==> src/rtl/errNotifyPkg.sv <==
package errNotifyPkg;
  localparam int PAYLOAD_W = 128;

  typedef struct packed {
    logic load;   // capture payload and target
    logic shift;  // advance to next beat
  } ctrlStb_t;
endpackage

==> src/rtl/errNotifyCtrl.sv <==
module errNotifyCtrl
  import errNotifyPkg::*;
#(
  parameter int DATA_W = 32
) (
  input  logic     clk,
  input  logic     rstN,
  input  logic     reportReq,
  input  logic     pendClr,
  input  logic     outReady,
  output logic     pending,
  output logic     outValid,
  output logic     outLast,
  output ctrlStb_t stb
);
  localparam int NUM_BEATS = PAYLOAD_W / DATA_W;
  localparam int CNT_W = (NUM_BEATS > 1) ? $clog2(NUM_BEATS) : 1;
  localparam logic [CNT_W-1:0] LAST_IDX = CNT_W'(NUM_BEATS - 1);

  logic busy;
  logic [CNT_W-1:0] beatCnt;
  logic startSend, accept, atLast;

  assign startSend = !busy && !pending && reportReq;
  assign accept    = busy && outReady;
  assign atLast    = (beatCnt == LAST_IDX);

  always_ff @(posedge clk) begin
    if (!rstN) begin
      busy    <= 1'b0;
      beatCnt <= '0;
    end else if (startSend) begin
      busy    <= 1'b1;
      beatCnt <= '0;
    end else if (accept) begin
      if (atLast) busy <= 1'b0;
      beatCnt <= beatCnt + 1'b1;
    end
  end

  always_ff @(posedge clk) begin
    if (!rstN)          pending <= 1'b0;
    else if (startSend) pending <= 1'b1;
    else if (pendClr)   pending <= 1'b0;
  end

  always_comb begin
    stb.load  = startSend;
    stb.shift = accept;
  end

  assign outValid = busy;
  assign outLast  = busy && atLast;

  p_start_sets_pend_r2: assert property (@(posedge clk) disable iff (!rstN)
    (!outValid && !pending && reportReq) |=> (outValid && pending));

  p_valid_hold_r5: assert property (@(posedge clk) disable iff (!rstN)
    (outValid && !outReady) |=> (outValid && ($stable(outLast))));

  p_last_ends_r6: assert property (@(posedge clk) disable iff (!rstN)
    (outValid && outLast && outReady) |=> !outValid);

  p_pend_blocks_r7: assert property (@(posedge clk) disable iff (!rstN)
    (!outValid && pending) |=> !outValid);

  p_pend_clear_r8: assert property (@(posedge clk) disable iff (!rstN)
    (pending && pendClr) |=> !pending);
endmodule

==> src/rtl/errNotifyDp.sv <==
module errNotifyDp
  import errNotifyPkg::*;
#(
  parameter int DATA_W = 32,
  parameter int ID_W   = 16
) (
  input  logic              clk,
  input  logic              rstN,
  input  ctrlStb_t          stb,
  input  logic [31:0]       compTag,
  input  logic [31:0]       portErrDet,
  input  logic [31:0]       ltErrDet,
  input  logic [31:0]       portIdInfo,
  input  logic [ID_W-1:0]   targetId,
  output logic [DATA_W-1:0] outData,
  output logic [ID_W-1:0]   outTarget
);
  logic [PAYLOAD_W-1:0] payload;
  logic [ID_W-1:0]      targetQ;

  always_ff @(posedge clk) begin
    if (!rstN) begin
      payload <= '0;
      targetQ <= '0;
    end else if (stb.load) begin
      payload <= {compTag, portErrDet, ltErrDet, portIdInfo};
      targetQ <= targetId;
    end else if (stb.shift) begin
      payload <= payload << DATA_W;
    end
  end

  assign outData   = payload[PAYLOAD_W-1 -: DATA_W];
  assign outTarget = targetQ;

  p_load_captures_r3: assert property (@(posedge clk) disable iff (!rstN)
    stb.load |=> (outData == $past(compTag[31 -: DATA_W])));
endmodule

==> src/rtl/errNotifyGen.sv <==
module errNotifyGen
  import errNotifyPkg::*;
#(
  parameter int DATA_W = 32,
  parameter int ID_W   = 16
) (
  input  logic              clk,
  input  logic              rstN,
  input  logic              reportReq,
  input  logic [31:0]       compTag,
  input  logic [31:0]       portErrDet,
  input  logic [31:0]       ltErrDet,
  input  logic [31:0]       portIdInfo,
  input  logic [ID_W-1:0]   targetId,
  input  logic              pendClr,
  output logic              pending,
  output logic              outValid,
  input  logic              outReady,
  output logic [DATA_W-1:0] outData,
  output logic              outLast,
  output logic [ID_W-1:0]   outTarget
);
  ctrlStb_t stb;

  generate
    if ((PAYLOAD_W % DATA_W) != 0 || DATA_W < 8 || DATA_W > 32) begin : g_badWidth
      initial $error("errNotifyGen: DATA_W must divide 128 and lie in 8..32");
    end
  endgenerate

  errNotifyCtrl #(.DATA_W(DATA_W)) uCtrl (
    .clk(clk), .rstN(rstN), .reportReq(reportReq), .pendClr(pendClr),
    .outReady(outReady), .pending(pending), .outValid(outValid),
    .outLast(outLast), .stb(stb)
  );

  errNotifyDp #(.DATA_W(DATA_W), .ID_W(ID_W)) uDp (
    .clk(clk), .rstN(rstN), .stb(stb), .compTag(compTag),
    .portErrDet(portErrDet), .ltErrDet(ltErrDet), .portIdInfo(portIdInfo),
    .targetId(targetId), .outData(outData), .outTarget(outTarget)
  );

  p_beat_stable_r5: assert property (@(posedge clk) disable iff (!rstN)
    (outValid && !outReady) |=> ($stable(outData) && $stable(outTarget)));
endmodule

==> config.mk <==
export PLATFORM = sky130hd
export DESIGN_NAME = errNotifyGen
export DESIGN_NICKNAME = d
export VERILOG_FILES = /design/src/rtl/errNotifyPkg.sv /design/src/rtl/errNotifyCtrl.sv /design/src/rtl/errNotifyDp.sv /design/src/rtl/errNotifyGen.sv
export SDC_FILE = /design/constraint.sdc
export NUM_CORES = 1
export LEC_CHECK = 0
export ABC_AREA = 1
export BUFFER_PORTS_ARGS = -buffer_cell sky130_fd_sc_hd__buf_2
export CORE_AREA = 2 2 140 142
export CTS_CLUSTER_DIAMETER = 120
export DETAILED_ROUTE_END_ITERATION = 8
export DIE_AREA = 0 0 142 144
export MAX_ROUTING_LAYER = met4
export SYNTH_ARGS = -nofsm -noshare
export SYNTH_HDL_FRONTEND = slang
export SYNTH_SLANG_ARGS = --single-unit
==> constraint.sdc <==
create_clock -name clk -period 1.2 [get_ports clk]
set_input_delay 0.12 -clock clk [delete_from_list [all_inputs] [get_ports clk]]
set_output_delay 0.12 -clock clk [all_outputs]
set_load 0.02 [all_outputs]
Word-level counts from Yosys, hierarchy flattened
Cells that the tools add are included.

word-level totals
  input bits = 149
  register bits = 148
  word-level logic and storage cells = 26
  output and inout bits = 51

operators by class
  eq/ne operators = 1
  multiplexer cells = 7
  reductions and logical operators = 11
  bitwise operators = 1
  add/subtract/negate cells = 1

operators by type and width
  operator               number
  $mux W128              2
  $reduce_bool A2 Y1     3
  $mux W1                5
  $logic_and A1 B1 Y1    4
  $add A2 B1 Y2 const B  1
  $eq A2 B2 Y1 const B   1
  $logic_not A1 Y1       2
  $reduce_and A2 Y1      1
  $reduce_or A2 Y1       1
  $not A1 Y1             1

Logic depth before layout (Yosys ltp)
Gate-level depths: netlist of the first run.

  word-level depth = 5
  depth in mapped cells = 7
  gate-level depth less buffers = 5

Hierarchy
Synthesis of the first run repeated with hierarchy kept, for this count alone.

second synthesis, totals
  cell total of the unflattened synthesis = 1006
  area, all modules = 6775.2 um2

modules (own cells, without submodules)
  module         area an instance (um2)  times used  cells each
  errNotifyDp    6545.0                  1           970
  errNotifyCtrl  230.2                   1           36

Worst setup path before layout of the first run
OpenSTA, ideal clock, no wires.

  path kind = reg-to-reg
  start point = register uCtrl.pending
  end point = register uDp.payload[101]
  setup slack = -0.169 ns
  setup time = 0.132 ns
  arrival time = 1.237 ns
  buffers on the path = 2
  stages on the path, launching flop included = 8
  required time = 1.068 ns
  cell sequence = dfxtp_1 nor2_4 nand2_4 buf_6 clkbuf_1 nand2_1 nand2_1 a21oi_1

on the way
  longest elaborated chain between the ends = 4
  elaborated cells on any way between the ends = 5
  classes of those cells = mux (1); reduce/logical (4)

RTL lines
  what                                                    line                 text
  start: declaration                                      errNotifyCtrl.sv:11  output logic pending,
  start signal: assignment                                errNotifyCtrl.sv:42  if (!rstN) pending <= 1'b0;
  start signal: assignment                                errNotifyCtrl.sv:43  else if (startSend) pending <= 1'b1;
  start signal: assignment                                errNotifyCtrl.sv:44  else if (pendClr) pending <= 1'b0;
  $logic_not A1 Y1 *                                      errNotifyCtrl.sv:24  assign startSend = !busy && !pending && reportReq;
  $logic_and A1 B1 Y1 * (2 in series)                     errNotifyCtrl.sv:24
  $mux W128 / $reduce_bool A2 Y1 (equally long branches)  n/a
  end signal: assignment                                  errNotifyDp.sv:26    payload <= {compTag, portErrDet, ltErrDet, portIdInfo};
  end signal: assignment                                  errNotifyDp.sv:29    payload <= payload << DATA_W;
  end: declaration                                        errNotifyDp.sv:18    logic [PAYLOAD_W-1:0] payload;

Every way passes the cells marked *; elsewhere a longest branch is shown, timed or not.
A chain may end at the register's enable or synchronous reset.

Worst setup path after layout of the first run
  start point = register uCtrl.busy (netlist: uCtrl.outValid)
  end point = register uDp.payload[83]

on the way
  longest elaborated chain between the ends = 4
  elaborated cells on any way between the ends = 6
  classes of those cells = mux (1); reduce/logical (5)

RTL lines
  what                                                    line                 text
  start: declaration                                      errNotifyCtrl.sv:20  logic busy;
  start signal: assignment                                errNotifyCtrl.sv:30  busy <= 1'b0;
  start signal: assignment                                errNotifyCtrl.sv:33  busy <= 1'b1;
  start signal: assignment                                errNotifyCtrl.sv:36  if (atLast) busy <= 1'b0;
  $logic_not A1 Y1                                        errNotifyCtrl.sv:24
  $logic_and A1 B1 Y1 (2 in series)                       errNotifyCtrl.sv:24
  $mux W128 / $reduce_bool A2 Y1 (equally long branches)  n/a

Parallel ways exist; a longest one is shown, timed or not.

==> impl_metrics.env, run 1 <==
export IMPL_status="finished, violations left"
export IMPL_violations="setup timing"
export IMPL_dp_cells=1462
export IMPL_netSwitchingFraction_pct=30.3
export IMPL_final_cell_area_mm2=0.0108
export IMPL_timing_fmax_ghz=0.725
export IMPL_place_congestion=0.822
export IMPL_regArea_mm2=0.00297
export IMPL_period_share_pct=115
export IMPL_hold_ws_ns=0.0435
export IMPL_crit_path_max_incr_delay_ns=0.36
export IMPL_track_usage_pct=24.3
export IMPL_die_h_um=144
export IMPL_h_tree_depth=4
export IMPL_peakVddDrop_mv=1.12
export IMPL_finalNetCount=1474
export IMPL_synth_area_top_cells="dfxtp_1, nand3_1, nand2_1"
export IMPL_hp_class="input port to register"
export IMPL_synth_cell_types=17
export IMPL_power_total_mw=15.2
export IMPL_dieArea_mm2=0.0204
export IMPL_combPwrFrac_pct=26.3
export IMPL_synth_top_area_share_pct=39.9
export IMPL_die_w_um=142
export IMPL_critPathArrivalTime_ns=1.73
export IMPL_p_leak_nw=5.17
export IMPL_switchingPower_mw=4.61
export IMPL_cp_cell_sequence="nor2_4 -> buf_6 -> nand2_8 -> clkbuf_16 -> nand2_1 -> nand2_1 -> a21oi_1"
export IMPL_pwr_share_seq_pct=37.3
export IMPL_overflow=0
export IMPL_critical_path_class="register to register"
export IMPL_tns_ns=-18.09
export IMPL_placedInstanceArea_mm2=0.00853
export IMPL_power_clock_fraction_pct=36.4
export IMPL_grt_max_degree=56
export IMPL_portBuffers=199
export IMPL_rsz0062_at_grt="true"
export IMPL_ys_ff_latch=148
export IMPL_maxCapViolCount=0
export IMPL_drt_iter0_markers=608
export IMPL_syn_to_final_growth_pct=46.0
export IMPL_syn_area_mm2=0.00742
export IMPL_grt_antenna_before_repair=0
export IMPL_worstPathMaxFanout=11
export IMPL_fin_ws_ns=-0.179
export IMPL_coreArea_mm2=0.0191
export IMPL_initial_core_util_pct=38.9
export IMPL_antenna_left=0
export IMPL_ys_async_sr_fraction_pct=0
export IMPL_hold_viol_final=0
export IMPL_via_per_inst=5.18
export IMPL_cp_data_required_time_ns=1.55
export IMPL_multi_input_area_mm2=0.00379
export IMPL_post_drt_wl_per_cell_um=16.3
export IMPL_fin_skew_ns=0.0126
export IMPL_relSlewSlack_pct=77.0
export IMPL_antenna_cells=0
export IMPL_synth_common_cells="nand3_1, nand2_1, dfxtp_1, a21oi_1, inv_1"
export IMPL_clock_sinks=148
export IMPL_pre_cts_slack_ns=-0.0742
export IMPL_p_int_mw=10.6
export IMPL_cp_common_cell="nand2_1"
export IMPL_drc=0
export IMPL_crit_path_start_kind="register"
export IMPL_syn_avg_cell_area_um2=6.63
export IMPL_grt_pass1_wl_um=38000
export IMPL_numCtsBuffers=17
export IMPL_netlist_top_cell_by_area="dfxtp_1"
export IMPL_finalSetupViolCount=150
export IMPL_io_pins=200
export IMPL_synth_cells=1119
export IMPL_period_needed_ns=1.38
export IMPL_fin_cells=1575
export IMPL_cts_tree="built"
export IMPL_slew_violations=0
export IMPL_first_pass_iters=5
export IMPL_syn_nets=1269
export IMPL_powerDensity_mw_per_mm2=1400
export IMPL_vias=8160
export IMPL_yosysMostFrequentCell="nand3_1"
export IMPL_synth_flop_cell="dfxtp_1"
export IMPL_drive_above_1_share_pct=31.0
export IMPL_seq_area_frac_synth_pct=39.9
export IMPL_clkTransAtPathRegs_ns=0.06
export IMPL_hpwl_um=15200
export IMPL_rows=51
export IMPL_insertion_delay_ns=0.43
export IMPL_ctsRootBufferMaster="clkbuf_16"
export IMPL_ys_warn_count=0
export IMPL_end_kind="register"
export IMPL_cts_buffer_depth=2
export IMPL_cpMaxStageDelayCell="dfxtp_4"
export IMPL_synth_enable_flop_cells=0
export IMPL_rrSetupSlack_ns=-0.18
export IMPL_nFillCells=1856
export IMPL_post_route_util_pct=56.8
export IMPL_tightest_slew_ns=0.345
export IMPL_wl_um=25700
export IMPL_grt_pass1_vias=7237
-- cell type report --
type	instances	area share, %
Clock buffer	20	4.22
Clock inverter	12	1.41
Inverter	100	3.60
Multi-Input combinational cell	738	35.0
Sequential cell	148	27.4
Tap cell	238	2.75
Timing Repair Buffer	319	25.6
-- layout by cell type (no fill, tap or decap) --
cell	netlist	final
o21ai_0	16	4
buf_12	0	20
buf_16	0	10
buf_2	40	196
bufbuf_16	0	4
clkinv_4	0	2
inv_1	99	97
nand3_2	0	13
buf_6	1	10
clkbuf_16	0	24
nand3_1	321	308
o21ai_1	0	11
inv_6	0	1
xor2_1	1	1
nand2_4	1	4
nand2_2	0	46
dfxtp_1	148	146
clkinvlp_4	0	2
clkbuf_1	52	1
clkinv_8	0	1
inv_2	1	1
nand2_1	231	181
ha_1	1	1
buf_8	0	5
o21ai_2	0	1
nand2_8	0	3
buf_4	37	18
bufinv_16	0	3
clkbuf_8	0	2
a21oi_1	131	91
nor2_1	33	33
inv_4	0	2
dlygate4sd3_1	0	49
clkinv_2	0	3
dfxtp_4	0	1
dfxtp_2	0	1
nor2_4	1	1
a21oi_2	0	40
-- state kept, by name (all words and copies together), names as in the netlist --
register,flops
uDp.payload,128
uDp.outTarget,16
uCtrl.beatCnt,2
uCtrl.outValid,1
uCtrl.pending,1
-- worst paths after layout --
| check | start | to | depth (start not counted) |
|---|---|---|---|
| setup / recovery | uCtrl.outValid | uDp.payload[83] | 7 |
| hold / removal | compTag[11] | uDp.payload[107] | 5 |
| setup reg to reg | uCtrl.outValid | uDp.payload[83] | 7 |
| hold reg to reg | uCtrl.beatCnt[1] | uCtrl.beatCnt[1] | 2 |
-- layer usage --
layer | wire length (um) | GRT usage, %
met1 | 11200 | 31.8
met2 | 12300 | 38.7
met3 | 1620 | 3.71
met4 | 587 | 8.21
met5 | 0 | -
-- power groups by stage --
| stage | sequential (mW) | combinational (mW) | clock [mW] |
|---|---|---|---|
| 4_1_cts | 5.66 | 3.57 | 5.61 |
| 5_1_grt | 5.72 | 4.32 | 5.82 |
| 3_5_place_dp | 5.77 | 2.82 | 0 |
| 2_1_floorplan | 5.76 | 1.94 | 0 |
| 3_3_place_gp | 5.76 | 2.81 | 0 |
| 6_report | 5.68 | 4.00 | 5.54 |
-- critical path: cells and delay by family, from the launching register on --
kind / cells / cell delay [ns]
buffers and inverters: 2 / 0.37
AOI/OAI and AO/OA: 1 / 0.12
DFF: 1 / 0.36
and+or+nand+nor: 4 / 0.45
-- cells by family after synthesis --
logic type	synth area share, %
AOI/OAI and AO/OA	9.92
xor gates and xnor gates	0.118
adders and majority gates	0.169
buffers and inverters	14.5
DFF	39.9
and+or+nand+nor	35.3
-- what timing repair did --
action / in CTS / in global routing
gates resized for setup: 53 / 113
endpoints found under the hold margin: 49 / 0
buffers inserted: 8 / 1
gates cloned: 13 / 11
pin swaps: 24 / 18
hold buffers: 49 / 0
endpoints found under the setup margin: 123 / 150
(Power assumes the default switching activity.)
==> inputs of run 2 (changes only) <==
==> constraint.sdc (replaced) <==
create_clock -name clk -period 1.7 [get_ports clk]
set_input_delay 0.17 -clock clk [delete_from_list [all_inputs] [get_ports clk]]
set_output_delay 0.17 -clock clk [all_outputs]
set_load 0.02 [all_outputs]
==> impl_metrics.env, run 2 (same netlist as run 1, synthesis figures left out) <==
export IMPL_rrSetupSlack_ns=0.27
export IMPL_clock_sinks=148
export IMPL_rows=51
export IMPL_hold_ws_ns=0.0139
export IMPL_grt_max_degree=105
export IMPL_period_needed_ns=1.62
export IMPL_final_common_cell="nand3_1"
export IMPL_crit_path_start_kind="register"
export IMPL_numCtsBuffers=17
export IMPL_p_leak_nw=4.59
export IMPL_worst_r2r_endpoint="uDp.payload[126]"
export IMPL_combPwrFrac_pct=19.7
export IMPL_powerDensity_mw_per_mm2=1080
export IMPL_initial_core_util_pct=38.9
export IMPL_mostFrequentLayoutCells="nand3_1, nand2_1, buf_2, dfxtp_1, a21oi_1"
export IMPL_cp_data_required_time_ns=1.53
export IMPL_drt_iter0_markers=557
export IMPL_slew_violations=0
export IMPL_io_pins=200
export IMPL_fin_cells=1510
export IMPL_clkTransAtPathRegs_ns=0.06
export IMPL_drive_above_1_share_pct=20.2
export IMPL_track_usage_pct=21.7
export IMPL_pwr_share_seq_pct=39.6
export IMPL_end_kind="output pin"
export IMPL_via_per_inst=5.00
export IMPL_h_tree_depth=4
export IMPL_vias=7556
export IMPL_ctsRootBufferMaster="clkbuf_16"
export IMPL_tightest_slew_ns=0.457
export IMPL_relSlewSlack_pct=69.6
export IMPL_netSwitchingFraction_pct=28.9
export IMPL_p_int_mw=7.18
export IMPL_wl_um=21900
export IMPL_switchingPower_mw=2.92
export IMPL_power_total_mw=10.1
export IMPL_place_congestion=0.814
export IMPL_cts_resized_gates=0
export IMPL_rr_worst_depth=6
export IMPL_antenna_cells=0
export IMPL_cts_tree="built"
export IMPL_cts_setup_buffers=0
export IMPL_largest_register_ffs=128
export IMPL_dieArea_mm2=0.0204
export IMPL_hold_viol_final=0
export IMPL_tns_ns=0
export IMPL_finalSetupViolCount=0
export IMPL_endpoint="outLast"
export IMPL_finalNetCount=1409
export IMPL_die_h_um=144
export IMPL_nFillCells=2010
export IMPL_grt_pass1_vias=6767
export IMPL_ctsHoldBuffers=37
export IMPL_grt_antenna_before_repair=0
export IMPL_peakVddDrop_mv=0.692
export IMPL_grt_pass1_wl_um=34500
export IMPL_first_pass_iters=5
export IMPL_portBuffers=199
export IMPL_syn_to_final_growth_pct=26.3
export IMPL_rsz0062_at_grt="false"
export IMPL_insertion_delay_ns=0.42
export IMPL_critical_path_class="register to output pin"
export IMPL_hpwl_um=14200
export IMPL_hp_class="input port to register"
export IMPL_overflow=0
export IMPL_dp_cells=1441
export IMPL_die_w_um=142
export IMPL_maxCapViolCount=0
export IMPL_fin_skew_ns=0.00574
export IMPL_coreArea_mm2=0.0191
export IMPL_worstPathMaxFanout=80
export IMPL_reg2reg_from="uCtrl.pending"
export IMPL_setup_worst_path_start="uCtrl.outValid"
export IMPL_period_share_pct=95.2
export IMPL_drc=0
export IMPL_status="finished, final reports clean"
export IMPL_critPathArrivalTime_ns=1.45
export IMPL_post_drt_wl_per_cell_um=14.5
export IMPL_cts_buffer_depth=2
export IMPL_timing_fmax_ghz=0.618
export IMPL_power_clock_fraction_pct=40.8
export IMPL_antenna_left=0
export IMPL_top_register="uDp.payload"
-- run 2: per-stage QoR --
stage	util, %	cell area [um2]	setup WS (ns)
2_1_floorplan	-	7420	0.331
3_3_place_gp	43.8	8350	0.336
3_5_place_dp	43.8	8350	0.305
4_1_cts	49.1	9370	0.0620
5_1_grt	49.1	9370	0.00724
6_report	49.1	9370	0.0811
-- run 2: cell type report --
| type | count | area [um2] | area share, % |
|---|---|---|---|
| clock buffers | 18 | 439 | 4.69 |
| multi-input cells | 736 | 3390 | 36.2 |
| inverters | 100 | 378 | 4.03 |
| well taps | 238 | 298 | 3.18 |
| flip-flops and latches | 148 | 2970 | 31.7 |
| repair buffers | 256 | 1680 | 18.0 |
| clock inverters | 14 | 208 | 2.22 |
-- run 2: how the worst min path moves through the flow --
stage                                   end      startpoint  cells after the start
final                     uDp.outTarget[10]    targetId[10]                      3
after floorplan            uDp.outTarget[0]            rstN                      2
after global routing        uDp.payload[10]  portIdInfo[10]                      3
after detailed placement   uDp.outTarget[2]     targetId[2]                      3
after CTS                   uDp.payload[16]  portIdInfo[16]                      3
after global placement     uDp.outTarget[8]     targetId[8]                      3
-- run 2: worst max-delay path, stage by stage, from the launching register on --
cell	delay (ns)
dfxtp_4	0.37
buf_12	0.32
nand2_1	0.10
inv_1	0.06
buf_2	0.15
-- run 2: layer usage --
metal	up-vias	wire length (um)	track usage, %	part of all wire [%]
li1	3910	-	-	-
met5	-	0	-	0
met1	3402	10600	29.9	48
met2	221	9820	32.6	45
met4	0	384	6.63	1.8
met3	23	1080	3.77	5.0
-- run 2: power groups by stage --
stage	logic [mW]	registers, mW	clock network (mW)
finish	1.99	3.99	4.12
global placement	1.91	4.06	0
CTS	1.99	3.99	4.19
detailed placement	1.92	4.07	0
global route	2.22	4.03	4.33
floorplan	1.35	4.06	0
